==> src/rtl/wpu_pkg.sv <==
package wpu_pkg;
    // bit2 keep armed, bit1 stop on write, bit0 stop on read
    typedef struct packed {
        logic keep;
        logic on_wr;
        logic on_rd;
    } wp_kind_t;

    typedef enum logic [0:0] {
        ST_RUN  = 1'b0,
        ST_HALT = 1'b1
    } halt_st_e;

    localparam logic [7:0] NO_FREE = 8'hFF;
endpackage

==> src/rtl/wpu_entry.sv <==
module wpu_entry
    import wpu_pkg::*;
#(
    parameter int ADDR_W = 16,
    parameter int SIZE_W = 16
) (
    input  logic              clk,
    input  logic              rst_n,
    input  logic              wr_i,
    input  logic [ADDR_W-1:0] wbase_i,
    input  logic [SIZE_W-1:0] wsize_i,
    input  logic [2:0]        wkind_i,
    input  logic              en_i,
    input  logic              bus_valid_i,
    input  logic [ADDR_W-1:0] bus_addr_i,
    input  logic              bus_write_i,
    output logic              range_o,
    output logic              trip_o,
    output logic              autoclr_o,
    output logic              hit_o
);
    localparam int SUM_W = ((ADDR_W > SIZE_W) ? ADDR_W : SIZE_W) + 1;

    logic [ADDR_W-1:0] base_q;
    logic [SIZE_W-1:0] size_q;
    wp_kind_t          kind_q;
    logic              hit_q;
    logic [SUM_W-1:0]  lim;

    assign lim     = SUM_W'(base_q) + SUM_W'(size_q);
    assign range_o = en_i && bus_valid_i && (bus_addr_i >= base_q)
                     && (SUM_W'(bus_addr_i) < lim);
    assign trip_o  = range_o && ((kind_q.on_rd && !bus_write_i)
                                 || (kind_q.on_wr && bus_write_i));
    assign autoclr_o = range_o && !kind_q.keep;
    assign hit_o     = hit_q;

    always_ff @(posedge clk) begin
        if (!rst_n) begin
            base_q <= '0;
            size_q <= '0;
            kind_q <= '0;
            hit_q  <= 1'b0;
        end else if (wr_i) begin
            base_q <= wbase_i;
            size_q <= wsize_i;
            kind_q <= wp_kind_t'(wkind_i);
            hit_q  <= 1'b0;
        end else if (range_o) begin
            hit_q  <= 1'b1;
        end
    end


    hit_set_chk: assert property (@(posedge clk) disable iff (!rst_n)
        (range_o && !wr_i) |=> hit_o);


    hit_wipe_chk: assert property (@(posedge clk) disable iff (!rst_n)
        wr_i |=> !hit_o);
endmodule

==> src/rtl/wpu_alloc.sv <==
module wpu_alloc
    import wpu_pkg::*;
#(
    parameter int N = 16
) (
    input  logic         clk,
    input  logic         rst_n,
    input  logic [N-1:0] used_i,
    output logic [7:0]   idx_o,
    output logic [N-1:0] onehot_o
);
    localparam int IW = (N > 1) ? $clog2(N) : 1;

    always_comb begin
        idx_o    = NO_FREE;
        onehot_o = '0;
        for (int i = N - 1; i >= 0; i--) begin
            if (!used_i[i]) begin
                idx_o    = 8'(i);
                onehot_o = {{(N-1){1'b0}}, 1'b1} << i;
            end
        end
    end


    alloc_free_chk: assert property (@(posedge clk) disable iff (!rst_n)
        (idx_o != NO_FREE) |-> !used_i[idx_o[IW-1:0]]);


    alloc_full_chk: assert property (@(posedge clk) disable iff (!rst_n)
        (&used_i) |-> (onehot_o == '0));
endmodule

==> src/rtl/wpu_halt_fsm.sv <==
module wpu_halt_fsm
    import wpu_pkg::*;
(
    input  logic clk,
    input  logic rst_n,
    input  logic trip_i,
    input  logic clr_i,
    output logic halt_o
);
    halt_st_e state_q, state_d;

    always_ff @(posedge clk) begin
        if (!rst_n) state_q <= ST_RUN;
        else        state_q <= state_d;
    end

    always_comb begin
        state_d = state_q;
        unique case (state_q)
            ST_RUN:  if (trip_i) state_d = ST_HALT;
            ST_HALT: if (clr_i && !trip_i) state_d = ST_RUN;
            default: state_d = ST_RUN;
        endcase
    end

    always_comb begin
        halt_o = (state_q == ST_HALT);
    end


    halt_hold_chk: assert property (@(posedge clk) disable iff (!rst_n)
        (halt_o && !clr_i) |=> halt_o);


    halt_cause_chk: assert property (@(posedge clk) disable iff (!rst_n)
        $rose(halt_o) |-> $past(trip_i));
endmodule

==> src/rtl/wpu_watch_unit.sv <==
module wpu_watch_unit
    import wpu_pkg::*;
#(
    parameter int N      = 16,
    parameter int ADDR_W = 16,
    parameter int SIZE_W = 16
) (
    input  logic                 clk,
    input  logic                 rst_n,
    input  logic                 cfg_we,
    input  logic [$clog2(N)-1:0] cfg_idx,
    input  logic [ADDR_W-1:0]    cfg_base,
    input  logic [SIZE_W-1:0]    cfg_size,
    input  logic [2:0]           cfg_kind,
    input  logic                 en_we,
    input  logic [N-1:0]         en_wdata,
    input  logic                 alloc_req,
    input  logic [ADDR_W-1:0]    alloc_pc,
    output logic [7:0]           alloc_idx_o,
    input  logic                 bus_valid,
    input  logic [ADDR_W-1:0]    bus_addr,
    input  logic                 bus_write,
    input  logic                 halt_clr,
    output logic                 halt_o,
    output logic [N-1:0]         en_map_o,
    output logic [N-1:0]         hit_o
);
    localparam int IW = $clog2(N);
    localparam logic [2:0] ALLOC_KIND = 3'b001;
    localparam logic [ADDR_W-1:0] CALL_SKIP = ADDR_W'(3);

    logic [N-1:0] en_q, en_d;
    logic [N-1:0] rng, trip, aclr, free_oh, alloc_oh;
    logic         alloc_go, trip_any;

    wpu_alloc #(.N(N)) u_alloc (
        .clk      (clk),
        .rst_n    (rst_n),
        .used_i   (en_q),
        .idx_o    (alloc_idx_o),
        .onehot_o (free_oh)
    );

    assign alloc_go = alloc_req && (alloc_idx_o != NO_FREE);
    assign alloc_oh = alloc_go ? free_oh : '0;

    for (genvar g = 0; g < N; g++) begin : g_ent
        logic              wr;
        logic [ADDR_W-1:0] wbase;
        logic [SIZE_W-1:0] wsize;
        logic [2:0]        wkind;

        assign wr    = alloc_oh[g] || (cfg_we && (cfg_idx == IW'(g)));
        assign wbase = alloc_oh[g] ? (alloc_pc + CALL_SKIP) : cfg_base;
        assign wsize = alloc_oh[g] ? SIZE_W'(1) : cfg_size;
        assign wkind = alloc_oh[g] ? ALLOC_KIND : cfg_kind;

        wpu_entry #(.ADDR_W(ADDR_W), .SIZE_W(SIZE_W)) u_ent (
            .clk         (clk),
            .rst_n       (rst_n),
            .wr_i        (wr),
            .wbase_i     (wbase),
            .wsize_i     (wsize),
            .wkind_i     (wkind),
            .en_i        (en_q[g]),
            .bus_valid_i (bus_valid),
            .bus_addr_i  (bus_addr),
            .bus_write_i (bus_write),
            .range_o     (rng[g]),
            .trip_o      (trip[g]),
            .autoclr_o   (aclr[g]),
            .hit_o       (hit_o[g])
        );


        self_disarm_chk: assert property (@(posedge clk) disable iff (!rst_n)
            (aclr[g] && !alloc_oh[g]) |=> !en_map_o[g]);


        idle_entry_chk: assert property (@(posedge clk) disable iff (!rst_n)
            (!en_map_o[g] && !wr) |=> (hit_o[g] == $past(hit_o[g])));
    end

    assign trip_any = |trip;
    assign en_d     = ((en_we ? en_wdata : en_q) & ~aclr) | alloc_oh;

    always_ff @(posedge clk) begin
        if (!rst_n) en_q <= '0;
        else        en_q <= en_d;
    end

    assign en_map_o = en_q;

    wpu_halt_fsm u_halt (
        .clk    (clk),
        .rst_n  (rst_n),
        .trip_i (trip_any),
        .clr_i  (halt_clr),
        .halt_o (halt_o)
    );


    alloc_arm_chk: assert property (@(posedge clk) disable iff (!rst_n)
        alloc_go |=> ((en_q & $past(alloc_oh)) == $past(alloc_oh)));


    halt_next_chk: assert property (@(posedge clk) disable iff (!rst_n)
        trip_any |=> halt_o);
endmodule

==> config.mk <==
export PLATFORM = sky130hd
export DESIGN_NAME = wpu_watch_unit
export DESIGN_NICKNAME = d
export VERILOG_FILES = /design/src/rtl/wpu_pkg.sv /design/src/rtl/wpu_entry.sv /design/src/rtl/wpu_alloc.sv /design/src/rtl/wpu_halt_fsm.sv /design/src/rtl/wpu_watch_unit.sv
export SDC_FILE = /design/constraint.sdc
export NUM_CORES = 2
export LEC_CHECK = 0
export BUFFER_PORTS_ARGS = -buffer_cell sky130_fd_sc_hd__buf_4
export CAP_MARGIN = 20
export CORE_ASPECT_RATIO = 1.4
export CORE_MARGIN = 1.5
export CORE_UTILIZATION = 25
export CTS_BUF_LIST = sky130_fd_sc_hd__clkbuf_8
export DETAILED_ROUTE_END_ITERATION = 7
export SLEW_MARGIN = 20
export SYNTH_ARGS = -nofsm -noshare
export SYNTH_HDL_FRONTEND = slang
export SYNTH_SLANG_ARGS = --single-unit
==> constraint.sdc <==
create_clock -name clk -period 4.4 [get_ports clk]
set_input_delay 0.66 -clock clk [delete_from_list [all_inputs] [get_ports clk]]
set_output_delay 0.66 -clock clk [all_outputs]
set_load 0.005 [all_outputs]
# == Word-level counts from Yosys, hierarchy flattened ==
# Index checks and enable logic that the tools add are counted.
# totals
ff_bits,593
in_bits,95
out_inout_bits,41
word_cells,451
# op_classes
addsub,17
n_lt_le_gt_ge,32
eq_ne,16
mux,85
bitwise,5
reduce_logical,198
# op_table
op,n
16-bit 2-to-1 mux,50
16-bit by 16-bit adder with 17-bit output,16
16-bit by 17-bit less-than comparator with 1-bit output,16
16-bit greater-or-equal comparator,16
1-bit logical AND,130
8-bit 2-to-1 mux,16
3-bit 2-to-1 mux,16
"4-bit equality test, second input constant",8
1-bit logical OR,32
2-bit OR reduction,16
1-bit logical NOT,18
"16-bit by 2-bit adder with 16-bit output, second input constant",1
16-bit bitwise AND,1
"4-bit by 3-bit equality test with 1-bit output, second input constant",4
16-bit NOT,1
16-bit OR,1
16-bit OR reduction,1
"4-bit by 2-bit equality test with 1-bit output, second input constant",2
"8-bit inequality test, second input constant",1
"4-bit by 1-bit equality test with 1-bit output, second input constant",1
4-bit logical NOT,1
1-bit 2-to-1 mux,2
1-bit NOT,2
1-bit case mux with 2 select lines,1

# == Longest topological paths before layout ==
# depth
word_depth,21
depth_mapped,23
depth_no_buf,23

# == Cells and area by module ==
# A second synthesis with hierarchy kept.
# hier_totals
cells_unflattened,6151
area_unflattened_um2,51745.9
# by_module_without_submodules
mod,instances,cells_per_inst,area_per_inst_um2,seq_area_each_um2
wpu_entry at g_ent[12].u_ent ...,10,307,2817.7,720.7
wpu_entry at g_ent[0].u_ent ...,6,317,2837.7,720.7
wpu_watch_unit,1,1124,6192.2,320.3
wpu_alloc,1,52,309.0,0.0
wpu_halt_fsm,1,3,41.3,20.0

# == Worst setup path after synthesis ==
# OpenSTA, ideal clock, no wires.
# synth_path
path_kind,flip-flop to flip-flop
start,register g_ent[1].u_ent.size_q[0]
end,register u_halt.state_q (netlist: u_halt.halt_o)
setup_time_ns,0.081
arrival_time_ns,4.423
required_time_ns,4.319
path_slack_ns,-0.104
path_stages_with_launch,24
path_buffers,0
period_less_slack_ns,4.504
cell_sequence,dfxtp_1 ha_1 fa_1 a21oi_1 o2111ai_1 o2111a_1 o21a_1 o21a_1 o21a_1 o21ai_0 nand2b_1 a21oi_1 xnor2_1 ha_1 or4_1 a21oi_1 o21ai_0 or4_1 a211oi_1 o32ai_1 nor2_1 a211o_1 a2111oi_2 a41oi_1
# synth_via
elab_chain_len,9
elab_cells_between_ends,10
cone_classes,1 x add/sub; 1 x order compare; 3 x mux; 5 x reduce/logical
# synth_lines
element,line_no,text
start: declaration,wpu_entry.sv:25,logic [SIZE_W-1:0] size_q;
start signal: assignment,wpu_entry.sv:46,size_q <= wsize_i;
16-bit by 16-bit adder with 17-bit output (*),wpu_entry.sv:30,assign lim = SUM_W'(base_q) + SUM_W'(size_q);
16-bit by 17-bit less-than comparator with 1-bit output (*),wpu_entry.sv:32,&& (SUM_W'(bus_addr_i) < lim);
1-bit logical AND (*),wpu_entry.sv:32,
1-bit logical AND (*),wpu_entry.sv:33,assign trip_o = range_o && ((kind_q.on_rd && !bus_write_i)
16-bit OR reduction (*),wpu_watch_unit.sv:84,assign trip_any = |trip;
1-bit logical NOT,wpu_halt_fsm.sv:21,ST_HALT: if (clr_i && !trip_i) state_d = ST_RUN;
1-bit logical AND,wpu_halt_fsm.sv:21,
1-bit 2-to-1 mux,wpu_halt_fsm.sv:21,
1-bit case mux with 2 select lines (*),wpu_halt_fsm.sv:19,unique case (state_q)
end signal: assignment,wpu_halt_fsm.sv:14,else state_q <= state_d;
end: declaration,wpu_halt_fsm.sv:10,"halt_st_e state_q, state_d;"
# Mark *: on every way between the ends. The rest lies on a longest branch, timed or not.
# A chain may end at the register's enable or synchronous reset.

# == Worst setup path after layout ==
# Ends and elaborated chain as after synthesis.

==> flow_summary.toml <==
[yosys]
synth_compound_area_share_pct = 23.5
ys_ff_latch = 593
synthFlopType = "dfxtp_1"
ys_warn_count = 0
synth-edff-count = 0
yosys.area_share.simple_pct = 18.4
yosys-mux-area-fraction_pct = 0.441
syn_nets = 6842
synthArstFlopShare_pct = 0
synthCells = 5978
ys_seq_area_share_pct = 26.0
synth_xor_area_share_pct = 4.14
synth_top_family_by_area = "compound AO/OA/AOI/OAI gates"
synth.avg_cell_area_um2 = 7.64
yosysUniqueCellTypes = 85
synthAdderAreaFrac_pct = 21.3
syn_area_um2 = 45700

[drt]
via_per_inst = 5.37
dr.first_iter.drc_count = 4615
drt-wirelength-per-cell_um = 22.9
dr.pass1.iters = 5
num_vias = 46500
wirelength_um = 199000
drtAntennaViolNets = 0
drt_drc_violations_left = 0

[clock_tree]
clk_latency_ns = 0.83
numCtsBuffers = 102
cts_htree_levels = 3
root_buffer = "clkbuf_8"
path_clk_slew_ns = 0.06
clock_sink_count = 593
holdBufCountCts = 0
clk_path_buf_depth = 3
cts_tree = "done"

[die]
coreArea_um2 = 181000
die_x_um = 364
ioPinCount = 136
die_area_um2 = 185000
rows = 185
die_h_um = 509
initial_utilization_pct = 25.2

[setup_path]
cp.depth = 24
cp_num_buf_inv = 1
critPathMaxStageDelay_ns = 0.47
cp-start-kind = "register"
critical_path_required_ns = 5.13
worst_path_max_delay_cell = "or4_4"
critical_path_arrival_ns = 5.43
path_max_fanout = 3
path_cells = "ha_4, fa_2, a21oi_4, o2111ai_2, o2111a_1, o21a_1, o21a_1, o21a_1, o21ai_2, nand2b_1, a21oi_2, xnor2_1, ha_2, or4_4, a21oi_2, o21ai_2, or4_4, a211oi_4, o32ai_4, nor2_1, buf_4, a211o_1, a2111oi_2, a41oi_1"
worst-setup-path-type = "register to register"
critPathTopFamily = "compound AO/OA/AOI/OAI gates"
ff2ff_path_depth = 24
cp-end-kind = "register"
crit_path_frequent_cell = "o21a_1"

[place]
dp_cells = 8455
place_hpwl_um = 131000
port-buffer-count = 135
gp_congestion = 0.954

[finish]
area_delta_synth_final_pct = 16.6
final_layout_size_suffix_gt1_share_pct = 11.7
nets = 7009
final_common_cell = "nand2_1"
stdcell_count = 8673
nFillCells = 19500
post-route-util_pct = 29.3
layout_common_cells = "nand2_1, ha_1, a21oi_1, dfxtp_1, buf_4"

[sta]
slew_headroom_pct = 21.8
rsz0062_at_grt = "true"
worst_slew_pin_slew_ns = 1.17
hold_violations = 0
drv_slew = 0
clock.fmax_ghz = 0.213
setup_viol = 3
fin_skew_ns = 0.0361
setup_ws_ns = -0.304
period_needed_ns = 4.70
finalCritPeriodShare_pct = 107

[grt]
grt_max_degree = 106
grt_pass1_wl_um = 283000
overflow = 0
antenna_found_initial = 37
grt_pass1_vias = 44000
track_usage_pct = 20.7

[power_and_ir_drop]
max-vdd-ir-drop_uv = 194
power.density_nw_per_um2 = 255
p_leak_nw = 21.5
p_total_w = 0.0136

[min_path]
whs_path_depth = 4
min_path_type = "primary input to register"

[run_status]
violations = "setup timing"
status = "finished, violations left"

[run]
cap_violations = 0
-- stage by stage --
step | hold slack (ns) | worst slack, ns | TNS [ns] | cell area [um2]
after floorplan | 0.433 | 0.0178 | 0 | 45700
after global placement | 0.440 | -0.682 | -1.61 | 50500
after detailed placement | 0.447 | -0.697 | -1.76 | 50500
after CTS | 0.211 | -0.265 | -0.265 | 52800
after global routing | 0.279 | -0.573 | -0.933 | 53200
final | 0.253 | -0.304 | -0.448 | 53200
-- final timing paths --
check                      startpoint                  endpoint  slack, ns
max          g_ent[1].u_ent.size_q[0]             u_halt.halt_o      -0.30
min                      en_wdata[11]              en_map_o[11]       0.25
max reg2reg  g_ent[1].u_ent.size_q[0]             u_halt.halt_o      -0.30
min reg2reg  g_ent[6].u_ent.kind_q[1]  g_ent[6].u_ent.kind_q[1]       0.46
-- cell usage after synthesis (48+ instances only) --
master | count | share of area, %
a21o_1 | 124 | 2.0
o211ai_1 | 267 | 4.4
a211oi_1 | 57 | 0.94
nor3_1 | 59 | 0.65
clkbuf_1 | 288 | 2.4
ha_1 | 753 | 21
nor2_1 | 323 | 2.7
and3_1 | 117 | 1.6
a21oi_1 | 608 | 6.7
nand2_1 | 1146 | 9.4
o21ai_0 | 344 | 3.8
nand2b_1 | 50 | 0.68
nand3_1 | 73 | 0.80
xor2_1 | 91 | 1.7
inv_1 | 361 | 3.0
dfxtp_1 | 593 | 26
xnor2_1 | 125 | 2.4
a31oi_1 | 54 | 0.74
nand4_1 | 48 | 0.66
-- state kept, by name, summed over array words and instances (netlist names) --
register	flops
g_ent.u_ent.base_q	256
g_ent.u_ent.hit_o	16
g_ent.u_ent.kind_q	48
g_ent.u_ent.size_q	256
u_halt.halt_o	1
en_map_o	16
-- cells by family (layout without fill, tap and decap cells) --
logic type / count (synthesis) / after routing
multiplexers: 19 / 19
adder cells (fa/ha/maj): 769 / 769
AND/OR/NAND/NOR: 1943 / 1943
XOR/XNOR: 216 / 216
other: 0 / 18
AO/OA/AOI/OAI: 1719 / 1719
flip-flops: 593 / 593
buffers and inverters: 719 / 965
-- report_power, final --
group | switching [W] | internal [W]
clock | 0.00260 | 0.00283
combinational | 0.00172 | 0.000836
sequential | 0.0000856 | 0.00548
-- final cells by class --
type                            instances  area (um2)  share of cell area [%]
Multi-Input combinational cell       4666       31500                    59.1
Clock buffer                          128        1760                    3.31
Antenna cell                           18        45.0                  0.0846
Sequential cell                       593       11900                    22.3
Tap cell                             2431        3040                    5.71
Inverter                              363        1370                    2.57
Timing Repair Buffer                  419        3310                    6.22
Clock inverter                         55         339                   0.637
-- per-layer routing --
| layer | GRT usage (%) | wire (um) | up-vias |
|---|---|---|---|
| li1 | - | - | 21400 |
| met5 | 0 | 230 | - |
| met1 | 25.2 | 77800 | 22100 |
| met4 | 15.7 | 16100 | 34 |
| met2 | 31.6 | 84200 | 2326 |
| met3 | 4.73 | 20700 | 666 |
-- worst reg2reg max path: stages (launching register included) --
cell and delay, ns:
dfxtp_2 0.33, ha_4 0.16, fa_2 0.38, a21oi_4 0.17, o2111ai_2 0.14, o2111a_1 0.19
o21a_1 0.18, o21a_1 0.17, o21a_1 0.18, o21ai_2 0.13, nand2b_1 0.09, a21oi_2 0.14
xnor2_1 0.08, ha_2 0.18, or4_4 0.47, a21oi_2 0.13, o21ai_2 0.07, or4_4 0.43
a211oi_4 0.23, o32ai_4 0.13, nor2_1 0.14, buf_4 0.16, a211o_1 0.12, a2111oi_2 0.05
a41oi_1 0.16
-- what timing repair did --
action                                  CTS  global route
cloned                                    0             0
buffers inserted                          4             7
endpoints found under the setup margin    8            19
pin swaps                                16            24
hold endpoints to repair                  0             0
resized for setup                        29            65
Note: power is estimated with default switching activity, not from simulation.
